`config.mk`:
```
export PLATFORM = sky130hd
export DESIGN_NAME = irq_ctrl
export DESIGN_NICKNAME = d
export VERILOG_FILES = /design/src/rtl/irq_ctrl_pkg.sv /design/src/rtl/irq_sts_reg.sv /design/src/rtl/irq_en_reg.sv /design/src/rtl/irq_out.sv /design/src/rtl/irq_ctrl.sv
export SDC_FILE = /design/constraint.sdc
export NUM_CORES = 1
export LEC_CHECK = 0
export ABC_AREA = 1
export BUFFER_PORTS_ARGS = -buffer_cell sky130_fd_sc_hd__buf_2
export CORE_ASPECT_RATIO = 0.5
export CORE_MARGIN = 4
export CORE_UTILIZATION = 34
export DETAILED_ROUTE_END_ITERATION = 12
export GPL_TIMING_DRIVEN = 0
export HOLD_SLACK_MARGIN = 0.15
export PLACE_DENSITY = 0.76
export SLEW_MARGIN = 5
export SYNTH_ARGS = -nofsm -noshare
export SYNTH_HDL_FRONTEND = slang
export SYNTH_SLANG_ARGS = --single-unit
```
`constraint.sdc`:
```
create_clock -name clk_i -period 0.8 [get_ports clk_i]
set_input_delay 0.16 -clock clk_i [delete_from_list [all_inputs] [get_ports clk_i]]
set_output_delay 0.16 -clock clk_i [all_outputs]
set_load 0.05 [all_outputs]
```
`src/rtl/irq_ctrl_pkg.sv`:
```
package irq_ctrl_pkg;
  localparam int unsigned DATA_W = 32;
  localparam int unsigned ADDR_W = 2;

  typedef enum logic [ADDR_W-1:0] {
    SEL_STS = 2'd0,
    SEL_EN  = 2'd1,
    SEL_GIE = 2'd2,
    SEL_RSV = 2'd3
  } reg_sel_e;

  // implemented positions packed from the MSB downward
  function automatic logic [DATA_W-1:0] impl_mask(int unsigned n);
    logic [DATA_W-1:0] m;
    m = '0;
    for (int unsigned i = 0; i < DATA_W; i++)
      if (i < n) m[DATA_W-1-i] = 1'b1;
    return m;
  endfunction
endpackage

```
`src/rtl/irq_sts_reg.sv`:
```
module irq_sts_reg
  import irq_ctrl_pkg::*;
#(
  parameter int unsigned      NUM_IRQ = 8,
  parameter logic [DATA_W-1:0] STS_RST = '0
) (
  input  logic              clk_i,
  input  logic              rst_ni,
  input  logic [DATA_W-1:0] tgl_i,
  input  logic [DATA_W-1:0] evt_i,
  output logic [DATA_W-1:0] sts_o
);
  localparam logic [DATA_W-1:0] MASK = impl_mask(NUM_IRQ);

  logic [DATA_W-1:0] sts_q, sts_d;

  // event wins over a simultaneous toggle
  assign sts_d = ((sts_q ^ tgl_i) | evt_i) & MASK;

  always_ff @(posedge clk_i or negedge rst_ni) begin
    if (!rst_ni) sts_q <= STS_RST & MASK;
    else         sts_q <= sts_d;
  end

  assign sts_o = sts_q;
endmodule

```
`src/rtl/irq_en_reg.sv`:
```
module irq_en_reg
  import irq_ctrl_pkg::*;
#(
  parameter int unsigned NUM_IRQ = 8
) (
  input  logic              clk_i,
  input  logic              rst_ni,
  input  logic              en_we_i,
  input  logic              gie_we_i,
  input  logic [DATA_W-1:0] wr_data_i,
  output logic [DATA_W-1:0] en_o,
  output logic              gie_o
);
  localparam logic [DATA_W-1:0] MASK = impl_mask(NUM_IRQ);

  logic [DATA_W-1:0] en_q;
  logic              gie_q;

  always_ff @(posedge clk_i or negedge rst_ni) begin
    if (!rst_ni) begin
      en_q  <= '0;
      gie_q <= 1'b0;
    end else begin
      if (en_we_i)  en_q  <= wr_data_i & MASK;
      if (gie_we_i) gie_q <= wr_data_i[0];
    end
  end

  assign en_o  = en_q;
  assign gie_o = gie_q;
endmodule

```
`src/rtl/irq_out.sv`:
```
module irq_out
  import irq_ctrl_pkg::*;
#(
  parameter int unsigned NUM_IRQ = 8
) (
  input  logic              clk_i,
  input  logic              rst_ni,
  input  logic [DATA_W-1:0] sts_i,
  input  logic [DATA_W-1:0] en_i,
  input  logic              gie_i,
  output logic              irq_o
);
  logic any_pend;
  logic irq_q;

  if (NUM_IRQ == 0) begin : g_none
    assign any_pend = 1'b0;
  end else begin : g_some
    assign any_pend = |(sts_i & en_i);
  end

  always_ff @(posedge clk_i or negedge rst_ni) begin
    if (!rst_ni) irq_q <= 1'b0;
    else         irq_q <= gie_i & any_pend;
  end

  assign irq_o = irq_q;
endmodule

```
`src/rtl/irq_ctrl.sv`:
```
module irq_ctrl
  import irq_ctrl_pkg::*;
#(
  parameter int unsigned      NUM_IRQ = 8,
  parameter logic [DATA_W-1:0] STS_RST = 32'h0100_0000
) (
  input  logic              clk_i,
  input  logic              rst_ni,
  input  logic              wr_en_i,
  input  logic [ADDR_W-1:0] addr_i,
  input  logic [DATA_W-1:0] wr_data_i,
  output logic [DATA_W-1:0] rd_data_o,
  input  logic [DATA_W-1:0] evt_i,
  output logic              irq_o
);
  localparam logic [DATA_W-1:0] MASK = impl_mask(NUM_IRQ);

  reg_sel_e          sel;
  logic [DATA_W-1:0] sts_q, en_q, tgl;
  logic              gie_q;

  assign sel = reg_sel_e'(addr_i);
  assign tgl = (wr_en_i && sel == SEL_STS) ? (wr_data_i & MASK) : '0;

  irq_sts_reg #(.NUM_IRQ(NUM_IRQ), .STS_RST(STS_RST)) u_sts (
    .clk_i (clk_i),
    .rst_ni(rst_ni),
    .tgl_i (tgl),
    .evt_i (evt_i & MASK),
    .sts_o (sts_q)
  );

  irq_en_reg #(.NUM_IRQ(NUM_IRQ)) u_en (
    .clk_i    (clk_i),
    .rst_ni   (rst_ni),
    .en_we_i  (wr_en_i && sel == SEL_EN),
    .gie_we_i (wr_en_i && sel == SEL_GIE),
    .wr_data_i(wr_data_i),
    .en_o     (en_q),
    .gie_o    (gie_q)
  );

  irq_out #(.NUM_IRQ(NUM_IRQ)) u_out (
    .clk_i (clk_i),
    .rst_ni(rst_ni),
    .sts_i (sts_q),
    .en_i  (en_q),
    .gie_i (gie_q),
    .irq_o (irq_o)
  );

  always_comb begin
    unique case (sel)
      SEL_STS: rd_data_o = sts_q;
      SEL_EN:  rd_data_o = en_q;
      SEL_GIE: rd_data_o = {{(DATA_W-1){1'b0}}, gie_q};
      default: rd_data_o = '0;
    endcase
  end
endmodule

```
==> reports/results.tsv, run 1 <==
metric	value	unit
leakage	1.02	nW
fmax	0.772	GHz
peakVddDrop	0.000658	V
setup_viol	14	
clock_latency	0.25	ns
grtUsageMet3	0.0416	
syn_area	1160	um^2
die_h	49.4	um
nNetsFinal	301	
critPathSlowestCell	dfstp_2	
gp_congestion	0.837	
path_cells	inv_2 > o21ai_4 > buf_6	
vias	1254	
hold_buffers	2	
synth_edf_count	0	
syn2layout_area_growth	62.8	%
p_sw	1.14	mW
min_path_type	input pin to register	
ant_nets	0	
drv_slew	0	
viasPerCell	4.63	
grt_overflow_total	0	
holdWs	0.0998	ns
pin_count	102	
rows	14	
pwr-share-clk	0.240	
synth-async-reset-ratio	1.00	
die_area	4480	um^2
core_area	3140	um^2
seqCellArea	452	um^2
hold_viol	0	
synthFlopType	dfrtp_1	
swShare	0.375	
fin_tns_setup	-4.30	ns
p_comb_frac	0.403	
routedWlPerCell	12.6	um
yosys.area.top_type	dfrtp_1	
netlist_top_cells_area	dfrtp_1, buf_4, nand2_1	
antenna_cells	0	
cp-end-kind	output port	
syn_avg_cell_area	7.61	um^2
maxCapViolations	0	
grt_use_total	0.143	
violations	negative setup slack	
nFillCells	248	
dp_hpwl	2090	um
cts-buffers-inserted	3	
synth.distinct_cells	17	
drcViolationCount	0	
synthTopCellsByCount	nand2_1, buf_4, dfrtp_1, nand3_1, inv_1	
synth_top_area_share	0.365	
dr.pass1.iters	4	
use_met2	0.240	
crit_family	flip-flops	
slowest_delay	0.55	ns
clkTransAtPathRegs	0.07	ns
ys_warn_count	0	
arrival	1.14	ns
seq_area_frac_synth	0.388	
clock_sinks	18	
drt-initial-drc-count	69	
crit_buf_inv	2	
use_met1	0.180	
ctsLongestPathBuffers	2	
antenna_found_initial	0	
finalCritPeriodShare	1.62	
critical_path_class	register to output port	
wl	3400	um
p_int	1.90	mW
yosys_register_bits	18	
yosysMostFrequentCell	nand2_1	
layout_min_cycle_time	1.30	ns
grt_max_degree	19	
syn_inst	153	
skew	0.00447	ns
status	finished, violations left	
busiest_layer	met2	
cts-root-buf	clkbuf_8	
grt_pass1_vias	1131	
initial_utilization	0.372	
multi_input_area	629	um^2
crit_path_start_kind	register	
numPortBuffers	30	
rsz0062_at_grt	true	
layout-drive-gt1-share	0.468	
powerDensity	1600	nW/um^2
worst_slack	-0.496	ns
grt_pass1_wl	5150	um
p_seq_frac	0.357	
die_w	90.8	um
htreeDepth	1	
crit_required	0.64	ns
cts_tree	done	
cp_max_fo	2	
sequential cells by signal (all words and copies together) (netlist names):
register and flops:
u_en.gie_o 1, u_out.irq_o 1, u_sts.sts_o 8, u_en.en_o 8
cells in the final DEF, fill, tap and decap left out, types with 4 or more instances in the layout:
| master | Yosys | final |
|---|---|---|
| nand4_1 | 8 | 8 |
| conb_1 | 1 | 23 |
| clkbuf_8 | 0 | 4 |
| buf_4 | 23 | 34 |
| nand3b_1 | 8 | 8 |
| nand2_1 | 45 | 43 |
| buf_6 | 2 | 20 |
| inv_2 | 1 | 9 |
| o21ai_4 | 0 | 5 |
| dfrtp_1 | 17 | 17 |
| nand3_1 | 17 | 16 |
| buf_2 | 3 | 20 |
worst register-to-register path, stage by stage, from the launching register on:
cell and delay, ns:
dfstp_2 0.55, buf_4 0.11, buf_4 0.10, nand2_1 0.05, nand2_1 0.07, nor2_1 0.06
a21oi_1 0.11
per-layer routing:
layer	part of all wire	vias to the layer above	wire length, um
met4	0.020	0	69
met5	0	-	0
met1	0.39	554	1330
met3	0.11	8	377
li1	-	609	-
met2	0.48	83	1630
final timing paths:
path                       cells after the start  slack, ns                 startpoint                        end
min reg2reg                                    2       0.50  u_en.en_o[28]$_DFFE_PN0P_  u_en.en_o[28]$_DFFE_PN0P_
max                                            3      -0.50  u_sts.sts_o[24]$_DFF_PN1_              rd_data_o[24]
max in group asynchronous                      2       0.12                     rst_ni  u_sts.sts_o[24]$_DFF_PN1_
min                                            2        0.1                  evt_i[26]  u_sts.sts_o[26]$_DFF_PN0_
max reg2reg                                    6      -0.31  u_sts.sts_o[24]$_DFF_PN1_      u_out.irq_o$_DFF_PN0_
min in group asynchronous                      2       0.35                     rst_ni  u_sts.sts_o[26]$_DFF_PN0_
stage by stage:
step	util	power (mW)	cells	worst slack, ns	area, um^2
final	0.605	3.03	271	-0.496	1900
after global routing	0.605	3.19	271	-0.529	1900
after CTS	0.571	2.98	268	-0.487	1790
after detailed placement	0.477	2.07	245	-0.633	1500
after global placement	0.477	2.06	245	-0.634	1500
after floorplan	-	1.87	175	-0.366	1290
final cells by class:
type / instances / area share
tap: 40 / 0.0264
clock buffer: 4 / 0.0290
multi-input combinational: 118 / 0.332
timing repair buffer: 52 / 0.237
buffer: 28 / 0.114
sequential: 18 / 0.238
inverter: 11 / 0.0237
cells by family after synthesis:
family          count (synthesis)  share of synthesized area
compound gates                 10                     0.0430
buf+inv                        39                      0.216
flops                          18                      0.388
other cells                     1                    0.00322
simple gates                   85                      0.350
power by group through the flow:
stage	clock network, mW	registers [mW]	logic [mW]
floorplan	0	1.11	0.758
global placement	0	1.08	0.971
detailed placement	0	1.09	0.981
CTS	0.748	1.08	1.15
global route	0.793	1.09	1.30
finish	0.727	1.08	1.22
timing repair:
action	in CTS	in global routing
gates resized for setup	37	15
pin swaps	12	7
setup endpoints to repair	12	17
endpoints found under the hold margin	25	7
setup buffers	17	3
No activity file was read; power rests on OpenSTA's default activity.
==> run 2: changes to the inputs <==
--- a/config.mk
+++ b/config.mk
@@ -14,6 +14,7 @@
 export GPL_TIMING_DRIVEN = 0
 export HOLD_SLACK_MARGIN = 0.15
 export PLACE_DENSITY = 0.76
+export SKIP_CTS_REPAIR_TIMING = 1
 export SLEW_MARGIN = 5
 export SYNTH_ARGS = -nofsm -noshare
 export SYNTH_HDL_FRONTEND = slang
==> reports/results.tsv, run 2 (synthesized netlist as in run 1, its figures left out) <==
metric	value	unit	change
rsz0062_at_grt	true		
drv_slew	0		unchanged
dr.pass1.iters	4		unchanged
worst_slack	-0.505	ns	-0.00901 ns
layout-drive-gt1-share	0.449		-0.0182
cp_max_fo	2		unchanged
clkTransAtPathRegs	0.07	ns	about the same
routedWlPerCell	12.0	um	-4.2%
numPortBuffers	30		unchanged
powerDensity	1630	nW/um^2	+2.2%
hold_viol	0		unchanged
fin_tns_setup	-4.09	ns	+0.218 ns
die_area	4480	um^2	unchanged
htreeDepth	1		unchanged
vias	1200		-4.3%
crit_path_start_kind	register		
die_h	49.4	um	unchanged
clock_latency	0.25	ns	about the same
setup_viol	14		unchanged
skew	0.00373	ns	-0.000732 ns
initial_utilization	0.372		unchanged
maxCapViolations	0		unchanged
critical_path_class	register to output port		
nNetsFinal	297		-1.3%
crit_required	0.64	ns	about the same
cts-root-buf	clkbuf_8		
status	finished, violations left		
grt_overflow_total	0		unchanged
pre_cts_ws	-0.633	ns	unchanged
pin_count	102		unchanged
wl	3210	um	-5.6%
holdWs	0.100	ns	+0.000436 ns
dpl_cell_area	1500	um^2	unchanged
layout_min_cycle_time	1.31	ns	+0.00901 ns
core_area	3140	um^2	unchanged
total_power	3.00	mW	-1.1%
min_path_type	input pin to register		
grt_use_total	0.126		-0.0173
ctsLongestPathBuffers	2		unchanged
grt_pass1_vias	1022		-9.6%
cts_tree	done		
die_w	90.8	um	unchanged
grt_max_degree	19		unchanged
dp_hpwl	2090	um	unchanged
arrival	1.15	ns	about the same
finalCritPeriodShare	1.63		+0.0113
instances_no_fill	267		-1.5%
fin_util	0.585		-0.0196
syn2layout_area_growth	57.6	%	
design_area	1840	um^2	-3.2%
drcViolationCount	0		unchanged
fmax	0.766	GHz	-0.69%
final_common_cell	nand2_1		
mostFrequentLayoutCells	nand2_1, buf_4, conb_1		
antenna_found_initial	0		unchanged
drt-initial-drc-count	60		-13%
placed_cells	245		unchanged
viasPerCell	4.49		-2.9%
cp-end-kind	output port		
grt_pass1_wl	4570	um	-11%
leakage	1.00	nW	-2.3%
ant_nets	0		unchanged
cts-buffers-inserted	3		unchanged
clock_sinks	18		unchanged
antenna_cells	0		unchanged
violations	negative setup slack		
gp_congestion	0.837		unchanged
peakVddDrop	0.000652	V	-0.88%
rows	14		unchanged
[run 2: cell type report]
class	count	area (um^2)
buffer	28	216
clock buffer	4	55.1
fill	248	1300
inverter	11	45.0
multi-input combinational	118	624
sequential	18	452
tap	40	50.0
timing repair buffer	48	393
[run 2: critical path, cell delays in order (launching register included)]
cell and delay, ns:
dfstp_2 0.55, inv_2 0.06, o21ai_4 0.12, buf_6 0.17
[run 2: where the power goes]
| part | internal, mW | switching [mW] | total [mW] |
|---|---|---|---|
| clock network | 0.437 | 0.295 | 0.732 |
| logic | 0.426 | 0.759 | 1.19 |
| registers | 1.01 | 0.0731 | 1.08 |
| total | 1.87 | 1.13 | 3.00 |
[run 2: worst paths after layout]
| path | depth (start not counted) | startpoint | end | slack, ns |
|---|---|---|---|---|
| worst max-delay path | 3 | u_sts.sts_o[24]$_DFF_PN1_ | rd_data_o[24] | -0.51 |
| worst min-delay path | 2 | evt_i[26] | u_sts.sts_o[26]$_DFF_PN0_ | 0.10 |
| worst max register to register | 5 | u_sts.sts_o[24]$_DFF_PN1_ | u_out.irq_o$_DFF_PN0_ | -0.21 |
| worst min register to register | 2 | u_en.en_o[28]$_DFFE_PN0P_ | u_en.en_o[28]$_DFFE_PN0P_ | 0.50 |
| max in group asynchronous | 2 | rst_ni | u_sts.sts_o[24]$_DFF_PN1_ | 0.12 |
| min in group asynchronous | 2 | rst_ni | u_sts.sts_o[26]$_DFF_PN0_ | 0.35 |
[run 2: layer usage]
metal,GRT usage,vias up,wire length (um)
li1,-,597,-
met1,0.150,536,1340
met2,0.213,61,1540
met3,0.0416,6,283
met4,0.0450,0,46
met5,0,-,0
==> run 3: changes to the inputs <==
--- a/config.mk
+++ b/config.mk
@@ -7,14 +7,17 @@
 export LEC_CHECK = 0
 export ABC_AREA = 1
 export BUFFER_PORTS_ARGS = -buffer_cell sky130_fd_sc_hd__buf_2
-export CORE_ASPECT_RATIO = 0.5
+export CELL_PAD_IN_SITES_DETAIL_PLACEMENT = 0
+export CELL_PAD_IN_SITES_GLOBAL_PLACEMENT = 1
+export CORE_ASPECT_RATIO = 1.25
 export CORE_MARGIN = 4
-export CORE_UTILIZATION = 34
+export CORE_UTILIZATION = 22
 export DETAILED_ROUTE_END_ITERATION = 12
 export GPL_TIMING_DRIVEN = 0
 export HOLD_SLACK_MARGIN = 0.15
-export PLACE_DENSITY = 0.76
+export PLACE_DENSITY_LB_ADDON = 0.1
 export SKIP_CTS_REPAIR_TIMING = 1
+export SKIP_LAST_GASP = 1
 export SLEW_MARGIN = 5
 export SYNTH_ARGS = -nofsm -noshare
 export SYNTH_HDL_FRONTEND = slang
==> reports/results.tsv, run 3 (synthesized netlist as in run 1, its figures left out) <==
metric	value	unit	change
vias	1210		+0.83%
p_seq_frac	0.357		-0.004
rsz0062_at_grt	true		
clock_sinks	18		unchanged
placed_cells	267		+9.0%
worst_slack	-0.513	ns	-0.00747 ns
layout_min_cycle_time	1.31	ns	+0.00747 ns
p_int	1.82	mW	-2.7%
drcViolationCount	0		unchanged
p_comb_frac	0.415		+0.020
final_common_cell	buf_4		
grt_use_total	0.110		-0.0159
clkTransAtPathRegs	0.07	ns	about the same
busiest_layer	met2		
cp_max_fo	3		+1
numPortBuffers	30		unchanged
instances_no_fill	295		+10%
grt_pass1_wl	5440	um	+19%
wl	3730	um	+16%
viasPerCell	4.10		-8.7%
cp-end-kind	output port		
nFillCells	534		+120%
powerDensity	1580	nW/um^2	-3.3%
drv_slew	0		unchanged
crit_path_start_kind	register		
clock_latency	0.26	ns	about the same
antenna_found_initial	0		unchanged
grt_pass1_vias	1122		+9.8%
use_met1	0.126		-0.0246
ctsLongestPathBuffers	2		unchanged
swShare	0.398		+0.0224
initial_utilization	0.228		-0.144
critical_path_class	register to output port		
multi_input_area	641	um^2	+2.6%
p_sw	1.21	mW	+7.0%
hold_viol	17		+17
die_h	89.4	um	+81%
crit_required	0.64	ns	about the same
cts-root-buf	clkbuf_8		
cts_tree	done		
setup_viol	13		-1
pin_count	102		unchanged
antenna_cells	0		unchanged
finalCritPeriodShare	1.64		+0.00934
rows	29		+15
nNetsFinal	303		+2.0%
grt_overflow_total	0		unchanged
leakage	1.03	nW	+2.6%
status	finished, violations left		
die_area	6530	um^2	+46%
seqCellArea	452	um^2	unchanged
path_cells	inv_2 > o21ai_4 > buf_6		
critPathSlowestCell	dfstp_2		
grt_max_degree	19		unchanged
dr.pass1.iters	4		unchanged
pre_cts_ws	-0.770	ns	-0.137 ns
violations	negative hold slack, negative setup slack		
min_path_type	input pin to asynchronous set/reset pin		
syn2layout_area_growth	64.4	%	
routedWlPerCell	12.6	um	+5.0%
gp_congestion	0.734		-12%
peakVddDrop	0.000564	V	-14%
maxCapViolations	0		unchanged
ant_nets	0		unchanged
use_met2	0.197		-0.0166
mostFrequentLayoutCells	buf_4, nand2_1, conb_1		
cts-buffers-inserted	3		unchanged
arrival	1.15	ns	about the same
dp_hpwl	2600	um	+25%
fmax	0.762	GHz	-0.57%
drt-initial-drc-count	39		-35%
htreeDepth	1		unchanged
holdWs	-0.169	ns	-0.270 ns
slowest_delay	0.56	ns	about the same
layout-drive-gt1-share	0.498		+0.0485
fin_util	0.374		-0.211
grtUsageMet3	0.0202		-0.0214
die_w	73.1	um	-19%
core_area	5120	um^2	+63%
skew	0.00123	ns	-0.00250 ns
pwr-share-clk	0.228		-0.016
==> run 3: cell count changes in the layout (fill, tap and decap cells not counted), moves of 2 or more <==
cell     change
o21ai_2      +3
buf_4        +3
o21ai_4      -3
nor2_1       -2
nand2_2      +5
nand2_1      -6
==> run 3: final timing paths <==
| kind | start | end | slack (ns) | depth (start not counted) |
|---|---|---|---|---|
| max | u_sts.sts_o[24]$_DFF_PN1_ | rd_data_o[24] | -0.51 | 3 |
| min | rst_ni | u_sts.sts_o[26]$_DFF_PN0_ | -0.17 | 1 |
| max reg2reg | u_sts.sts_o[24]$_DFF_PN1_ | u_out.irq_o$_DFF_PN0_ | -0.21 | 5 |
| min reg2reg | u_en.en_o[28]$_DFFE_PN0P_ | u_en.en_o[28]$_DFFE_PN0P_ | 0.50 | 2 |
| max in group asynchronous | rst_ni | u_sts.sts_o[24]$_DFF_PN1_ | 0.64 | 1 |
| min in group clk_i | evt_i[28] | u_sts.sts_o[28]$_DFF_PN0_ | 0.09 | 2 |
==> run 3: routing by layer <==
metal  vias to the layer above  wire length (um)
met5                         -                 0
met4                         0                33
met3                         5               209
met2                        40              1930
met1                       555              1550
li1                        610                 -
==> run 3: cell type report <==
class / count / share of cell area
sequential: 18 / 0.236
buffer: 28 / 0.113
timing repair buffer: 54 / 0.229
clock buffer: 4 / 0.0235
multi-input combinational: 118 / 0.334
inverter: 11 / 0.0235
tap: 62 / 0.0405
==> run 3: worst max-delay path: cells and delay by family (launching register included) <==
family	cells	cell delay, ns
flops	1	0.56
compound gates	1	0.12
buf+inv	2	0.22
==> run 3: through the flow <==
step,setup TNS [ns],power (mW),area [um^2]
6_report,-3.98,3.03,1920
4_1_cts,-6.73,2.78,1570
5_1_grt,-4.48,3.19,1920
2_1_floorplan,-2.88,1.87,1290
3_5_place_dp,-10.41,2.10,1520
3_3_place_gp,-10.15,2.08,1520
==> run 3: power by group through the flow <==
stage                     logic [mW]  registers (mW)  clock network, mW
after floorplan                0.758            1.11                  0
after global placement         0.998            1.08                  0
after detailed placement        1.01            1.09                  0
after CTS                       1.01            1.07              0.705
final                           1.26            1.08              0.692
after global routing            1.34            1.10              0.750
